--- src/rtl/pci_sel_pkg.sv ---
// Package: shared kinds, command codes and sequencer states for the
// host-to-PCI command selector. Assumes 4-bit PCI command encoding.
package pci_sel_pkg;

    typedef enum logic [2:0] {
        K_MEM_RD  = 3'd0,
        K_MEM_WR  = 3'd1,
        K_CFG_RD  = 3'd2,
        K_CFG_WR  = 3'd3,
        K_IACK_RD = 3'd4
    } req_kind_e;

    localparam logic [3:0] CMD_IACK   = 4'h0;
    localparam logic [3:0] CMD_MEM_RD = 4'h6;
    localparam logic [3:0] CMD_MEM_WR = 4'h7;
    localparam logic [3:0] CMD_CFG_RD = 4'hA;
    localparam logic [3:0] CMD_CFG_WR = 4'hB;
    localparam logic [3:0] CMD_MWI    = 4'hF;

    typedef enum logic [1:0] {
        ST_IDLE  = 2'd0,
        ST_ISSUE = 2'd1,
        ST_WAIT  = 2'd2,
        ST_CPL   = 2'd3
    } seq_state_e;

    typedef struct packed {
        logic [3:0] cmd;
        logic       is_read;
        logic       is_cfg_rd;
        logic       reject;
    } cmd_sel_t;

endpackage

--- src/rtl/pci_cmd_decode.sv ---
// Module: pci_cmd_decode
// Purely combinational choice of the PCI command for one request.
// Assumes the caller registers the result at acceptance.
module pci_cmd_decode
    import pci_sel_pkg::*;
#(
    parameter int WCNT_W = 9,
    parameter int CLS_W  = 8
) (
    input  logic [2:0]        kind,
    input  logic [WCNT_W-1:0] words,
    input  logic              mwi_en,
    input  logic [CLS_W-1:0]  line_size,
    input  logic              host_mode,
    output cmd_sel_t          sel
);
    localparam int CMP_W = (WCNT_W > CLS_W) ? WCNT_W : CLS_W;

    logic [CMP_W-1:0] words_ext;
    logic [CMP_W-1:0] line_ext;
    logic             line_set;
    logic             longer_than_line;

    // Widen both operands so the comparison is unsigned and lossless.
    always_comb begin
        words_ext        = CMP_W'(words);
        line_ext         = CMP_W'(line_size);
        line_set         = (line_size != '0);
        longer_than_line = (words_ext > line_ext);
    end

    // Map kind and settings to command code and completion attributes.
    always_comb begin
        sel = '{cmd: CMD_MEM_RD, is_read: 1'b0, is_cfg_rd: 1'b0, reject: 1'b0};
        case (kind)
            K_MEM_RD: begin
                sel.cmd     = CMD_MEM_RD;
                sel.is_read = 1'b1;
            end
            K_MEM_WR: begin
                sel.cmd = (mwi_en && line_set && longer_than_line) ? CMD_MWI : CMD_MEM_WR;
            end
            K_CFG_RD: begin
                sel.cmd       = CMD_CFG_RD;
                sel.is_read   = 1'b1;
                sel.is_cfg_rd = 1'b1;
            end
            K_CFG_WR: begin
                sel.cmd = CMD_CFG_WR;
            end
            K_IACK_RD: begin
                sel.cmd     = CMD_IACK;
                sel.is_read = 1'b1;
                sel.reject  = !host_mode;
            end
            default: begin
                sel.reject = 1'b1;
            end
        endcase
    end

endmodule

--- src/rtl/pci_seq_ctrl.sv ---
// Module: pci_seq_ctrl
// Four-state sequencer: idle, issue pulse, wait for bus, completion pulse.
// Assumes bus_done is only meaningful in the wait state.
module pci_seq_ctrl
    import pci_sel_pkg::*;
(
    input  logic       clk,
    input  logic       rst_n,
    input  logic       req_valid,
    input  logic       reject,
    input  logic       bus_done,
    output seq_state_e state,
    output logic       accept,
    output logic       capture,
    output logic       start,
    output logic       cpl,
    output logic       ready
);
    seq_state_e nxt;

    // Decode strobes from the current state.
    always_comb begin
        ready   = (state == ST_IDLE);
        accept  = ready && req_valid;
        capture = (state == ST_WAIT) && bus_done;
        start   = (state == ST_ISSUE);
        cpl     = (state == ST_CPL);
    end

    // Next-state selection.
    always_comb begin
        nxt = state;
        case (state)
            ST_IDLE:  if (accept) nxt = reject ? ST_CPL : ST_ISSUE;
            ST_ISSUE: nxt = ST_WAIT;
            ST_WAIT:  if (bus_done) nxt = ST_CPL;
            default:  nxt = ST_IDLE;
        endcase
    end

    // State register with synchronous reset.
    always_ff @(posedge clk) begin
        if (!rst_n) state <= ST_IDLE;
        else        state <= nxt;
    end

    AST_START_AFTER_ACCEPT: assert property (@(posedge clk) disable iff (!rst_n)
        (accept && !reject) |=> start);
    AST_REJECT_SKIPS_BUS: assert property (@(posedge clk) disable iff (!rst_n)
        (accept && reject) |=> (cpl && !start));

endmodule

--- src/rtl/pci_cpl_build.sv ---
// Module: pci_cpl_build
// Registers the host completion: error flag and read data, including the
// all-ones substitution for unanswered configuration reads.
module pci_cpl_build #(
    parameter int DATA_W = 32
) (
    input  logic              clk,
    input  logic              rst_n,
    input  logic              reject_load,
    input  logic              capture,
    input  logic              is_read,
    input  logic              is_cfg_rd,
    input  logic              berr_en_q,
    input  logic              noresp,
    input  logic [DATA_W-1:0] rdata,
    output logic              cpl_err,
    output logic [DATA_W-1:0] cpl_rdata
);
    logic              err_d;
    logic [DATA_W-1:0] data_d;

    // Outcome rules for a bus result.
    always_comb begin
        err_d  = 1'b0;
        data_d = '0;
        if (noresp) begin
            if (is_cfg_rd && !berr_en_q) data_d = '1;
            else                         err_d  = 1'b1;
        end else if (is_read) begin
            data_d = rdata;
        end
    end

    // Completion registers, loaded on refusal or on bus outcome.
    always_ff @(posedge clk) begin
        if (!rst_n) begin
            cpl_err   <= 1'b0;
            cpl_rdata <= '0;
        end else if (reject_load) begin
            cpl_err   <= 1'b1;
            cpl_rdata <= '0;
        end else if (capture) begin
            cpl_err   <= err_d;
            cpl_rdata <= data_d;
        end
    end

    AST_ONES_ONLY_UNREPORTED: assert property (@(posedge clk) disable iff (!rst_n)
        (capture && noresp && !(is_cfg_rd && !berr_en_q)) |=> cpl_err);

endmodule

--- src/rtl/pci_cmd_selector.sv ---
// Module: pci_cmd_selector (top)
// Accepts one host request at a time, latches the command and settings,
// runs one bus cycle and returns a completion. Assumes the bus engine
// raises bus_done exactly once per bus_start.
module pci_cmd_selector
    import pci_sel_pkg::*;
#(
    parameter int DATA_W = 32,
    parameter int ADDR_W = 32,
    parameter int WCNT_W = 9,
    parameter int CLS_W  = 8
) (
    input  logic              clk,
    input  logic              rst_n,
    input  logic              req_valid,
    input  logic [2:0]        req_kind,
    input  logic [WCNT_W-1:0] req_words,
    input  logic [ADDR_W-1:0] req_addr,
    output logic              req_ready,
    input  logic              cfg_mwi_en,
    input  logic [CLS_W-1:0]  cfg_line_size,
    input  logic              cfg_host_mode,
    input  logic              cfg_berr_en,
    output logic              bus_start,
    output logic [3:0]        bus_cmd,
    output logic [ADDR_W-1:0] bus_addr,
    input  logic              bus_done,
    input  logic              bus_noresp,
    input  logic [DATA_W-1:0] bus_rdata,
    output logic              cpl_valid,
    output logic              cpl_err,
    output logic [DATA_W-1:0] cpl_rdata
);
    cmd_sel_t          sel_now;
    cmd_sel_t          sel_q;
    logic              berr_q;
    logic [ADDR_W-1:0] addr_q;
    seq_state_e        state;
    logic              accept;
    logic              capture;

    pci_cmd_decode #(.WCNT_W(WCNT_W), .CLS_W(CLS_W)) u_dec (
        .kind      (req_kind),
        .words     (req_words),
        .mwi_en    (cfg_mwi_en),
        .line_size (cfg_line_size),
        .host_mode (cfg_host_mode),
        .sel       (sel_now)
    );

    pci_seq_ctrl u_seq (
        .clk       (clk),
        .rst_n     (rst_n),
        .req_valid (req_valid),
        .reject    (sel_now.reject),
        .bus_done  (bus_done),
        .state     (state),
        .accept    (accept),
        .capture   (capture),
        .start     (bus_start),
        .cpl       (cpl_valid),
        .ready     (req_ready)
    );

    // Latch the selection, address and reporting enable at acceptance.
    always_ff @(posedge clk) begin
        if (!rst_n) begin
            sel_q  <= '0;
            berr_q <= 1'b1;
            addr_q <= '0;
        end else if (accept) begin
            sel_q  <= sel_now;
            berr_q <= cfg_berr_en;
            addr_q <= req_addr;
        end
    end

    // Bus-side outputs come straight from the latched request.
    always_comb begin
        bus_cmd  = sel_q.cmd;
        bus_addr = addr_q;
    end

    pci_cpl_build #(.DATA_W(DATA_W)) u_cpl (
        .clk         (clk),
        .rst_n       (rst_n),
        .reject_load (accept && sel_now.reject),
        .capture     (capture),
        .is_read     (sel_q.is_read),
        .is_cfg_rd   (sel_q.is_cfg_rd),
        .berr_en_q   (berr_q),
        .noresp      (bus_noresp),
        .rdata       (bus_rdata),
        .cpl_err     (cpl_err),
        .cpl_rdata   (cpl_rdata)
    );

    AST_START_SINGLE: assert property (@(posedge clk) disable iff (!rst_n)
        bus_start |=> !bus_start);
    AST_CPL_SINGLE: assert property (@(posedge clk) disable iff (!rst_n)
        cpl_valid |=> !cpl_valid);
    AST_BUSY_NOT_READY: assert property (@(posedge clk) disable iff (!rst_n)
        bus_start |-> !req_ready);
    AST_MWI_NEEDS_ENABLE: assert property (@(posedge clk) disable iff (!rst_n)
        (bus_start && bus_cmd == CMD_MWI) |->
            ($past(cfg_mwi_en) && $past(cfg_line_size) != '0));
    AST_IACK_HOST_ONLY: assert property (@(posedge clk) disable iff (!rst_n)
        (bus_start && bus_cmd == CMD_IACK) |-> $past(cfg_host_mode));
    AST_CMD_HELD: assert property (@(posedge clk) disable iff (!rst_n)
        (state == ST_WAIT) |-> $stable(bus_cmd));

endmodule

--- config.mk ---
export PLATFORM = sky130hd
export DESIGN_NAME = pci_cmd_selector
export DESIGN_NICKNAME = d
export VERILOG_FILES = /design/src/rtl/pci_sel_pkg.sv /design/src/rtl/pci_cmd_decode.sv /design/src/rtl/pci_seq_ctrl.sv /design/src/rtl/pci_cpl_build.sv /design/src/rtl/pci_cmd_selector.sv
export SDC_FILE = /design/constraint.sdc
export NUM_CORES = 1
export LEC_CHECK = 0
export BUFFER_PORTS_ARGS = -buffer_cell sky130_fd_sc_hd__buf_4
export CAP_MARGIN = 20
export CORE_MARGIN = 5
export CORE_UTILIZATION = 43
export DETAILED_ROUTE_END_ITERATION = 8
export GPL_TIMING_DRIVEN = 0
export PLACE_DENSITY = 0.76
export SYNTH_ARGS = -nofsm -noshare
export SYNTH_HDL_FRONTEND = slang
export SYNTH_SLANG_ARGS = --single-unit
--- constraint.sdc ---
create_clock -name clk -period 4.2 [get_ports clk]
set_clock_uncertainty 0.05 [all_clocks]
set_input_delay 0.21 -clock clk [delete_from_list [all_inputs] [get_ports clk]]
set_output_delay 0.21 -clock clk [all_outputs]
set_load 0.02 [all_outputs]
==> summary.md <==
| Metric | Value |
|---|---|
| Antenna Cells | `0` |
| IO Port Bufs | `163` |
| CP arrival | `around 2 ns` |
| First-pass GRT wire length | `around 15000 um` |
| Clock latency on the worst-skew pair | `0.33 ns` |
| DIE WIDTH | `96.6 um` |
| Worst slew pin tran | `between 0.4 and 0.5 ns` |
| Syn_area_per_cell | `8.49 sq um` |
| Vias | `3283` |
| Seq/Total Area, Yosys | `0.459` |
| Rel. slew slack | `0.704` |
| CTS clk-pin slew, worst paths | `0.08 ns` |
| Yosys cell types | `36` |
| Final core occ | `0.651` |
| DRC violations left | `0` |
| Layout cells sized above 1 | `0.356` |
| Min cycle time layout | `1.91 ns` |
| Setup TNS | `0 ns` |
| Post-synth EDFFs | `0` |
| Layout area overhead | `47.1%` |
| Leak | `0.00219 uW` |
| Slew Viols, Final | `0` |
| Final #Nets | `658` |
| Detailed Place HPWL | `7310 um` |
| Critical Path Source Type | `flip-flop` |
| Max-cap violations | `0` |
| Core Box Area | `0.00729 sq mm` |
| Initial antenna violation count | `0` |
| DRT iter0 DRCs | `just over 100` |
| Iteration count of the initial detailed-routing pass | `4` |
| Post-DRT Antenna Nets | `0` |
| CTS tree | `yes` |
| Setup CP Type | `reg -> reg` |
| Worst-case clock buffer depth | `2` |
| Highest-count cells in the layout ignoring fill and taps | `buf_4, nand2_1, dfxtp_1, nor2_1, a21boi_0` |
| Worst Hold Class | `in -> reg` |
| I/O pin count | `164` |
| # rows | `31` |
| Hold-fix buffers, CTS | `0` |
| Critical-path maximum fanout | `10` |
| Multiplexer area fraction after synthesis | `0.00659` |
| CTS Sinks | `74` |
| Clk root buf | `clkbuf_8` |
| Synth Area in XOR/XNOR | `0` |
| All-Layer GR Usage | `0.187` |
| Final hold vios | `0` |
| Required time worst endpoint | `approximately 4.4 ns` |
| Synthesized flop and latch total | `between 70 and 80` |
| Synth async-reset ratio | `0` |
| Post-synth top flop | `dfxtp_1` |
| Largest net degree at the start of global routing | `14` |
| Post-synthesis cell area | `around 0.0032 sq mm` |
| CTS Buf Count | `9` |
| WL per Instance | `between 10 and 15 um` |
| Vias in the first global route | `3286` |
| GR Overflow Total | `0` |
| Final setup viols | `0` |
| Total setup buffers inserted after CTS | `0` |
| Compound-gate portion of the synthesized area | `0.228` |
| Fmax | `roughly 520 MHz` |
| Die H | `roughly 97 um` |
| Drt total wl | `9190 um` |
| Via density | `~5` |
| Syn nets | `484` |
| VDD IR max | `0.000271 V` |
| GP Congestion | `0.879` |
| Filler Cell Count | `645` |
| Outcome | `complete, no violations` |
| Pwr Density | `465 mW/mm^2` |
| Final Cycle Share | `0.455` |
| Synth warn | `0` |
| Worst Setup End Kind | `flip-flop` |
| Gate Count Post-Synth | `380` |
| Gates resized, CTS repair | `0` |
| RSZ-0062 raised after global routing | `no` |
| Initial Utilization | `0.443` |
| Adder-Cell Fraction of Synth Area | `0.0465` |
| Die area | `0.00934 sq mm` |
| Largest family of logic cells by synthesized area | `compound AO/OA/AOI/OAI gates` |
| Most common cell after layout, fill and taps aside | `buf_4` |
| Synth Area in Simple Gates | `0.202` |
| H-Tree Depth | `3` |
## layer usage
layer | routed length (um) | vias to the layer above | global-route usage
li1 | - | 1649 | -
met3 | 935 | 8 | 0.0863
met2 | 4300 | 127 | 0.313
met5 | 0 | - | 0
met1 | 3860 | 1499 | 0.211
met4 | 89 | 0 | 0.0616
## cell families after synthesis
kind of cell / Yosys count
AOI/OAI and AO/OA: 104
buffers and inverters: 42
muxes: 2
DFF: 74
adders and majority gates: 12
and+or+nand+nor: 146
## path summary, 6_finish.rpt
check	start	to	slack (ns)	cells past startpoint
max	u_seq.state[1]	bus_cmd[3]	2.29	7
min	cfg_berr_en	berr_q	0.05	3
max reg2reg	u_seq.state[1]	bus_cmd[3]	2.29	7
min reg2reg	bus_addr[5]	bus_addr[5]	0.41	2
## synthesized netlist by cell type, types with 6 or more instances
| master | n | area [sq um] |
|---|---|---|
| nor2b_1 | 6 | 37.5 |
| a21boi_0 | 35 | 263 |
| inv_1 | 14 | 52.6 |
| ha_1 | 12 | 150 |
| nand2_1 | 74 | 278 |
| a2bb2oi_1 | 18 | 158 |
| a211oi_1 | 16 | 120 |
| nor3_1 | 13 | 65.1 |
| nor2_1 | 35 | 131 |
| buf_2 | 13 | 65.1 |
| a21oi_1 | 25 | 125 |
| clkbuf_1 | 13 | 48.8 |
| dfxtp_1 | 74 | 1480 |
## flip-flops by register name, indices dropped and copies added, names as in the netlist
name,flops
bus_addr,32
u_cpl.cpl_rdata,32
bus_cmd,4
sel_q,2
u_seq.state,2
berr_q,1
u_cpl.cpl_err,1
## where the power goes
part           switching [uW]  total (uW)  internal, uW
clock network             259         474           215
registers                58.6         866           808
logic                     501         869           368
total                     818        2210          1390
## worst max-delay path, cell delays in order, from the launching register on
cell	delay, ns
dfxtp_1	0.35
inv_1	0.09
ha_1	0.23
and2_1	0.18
buf_2	0.23
mux2_2	0.36
a22oi_1	0.18
o21ai_0	0.11
## through the flow
step                      total power, uW  cell area [sq um]  instances  hold slack, ns  setup slack, ns
final                                2210               4750        658          0.0483             2.29
after global routing                 2350               4750        658          0.0522             2.21
after CTS                            2240               4750        658          0.0313             2.31
after detailed placement             1760               4580        642           0.386             2.34
after global placement               1730               4580        642           0.371             2.35
after floorplan                      1410               3230        380           0.284             2.36
## area by class of cell
cell class                      instances  area [sq um]  area share
Buffer                                 28           136      0.0287
Clock buffer                           10           128      0.0269
Clock inverter                          6          43.8     0.00923
Inverter                               14          52.6      0.0111
Multi-Input combinational cell        264          1560       0.328
Sequential cell                        74          1480       0.312
Tap cell                               99           124      0.0261
Timing Repair Buffer                  163          1220       0.258
Note: power is estimated with default switching activity, not from simulation.
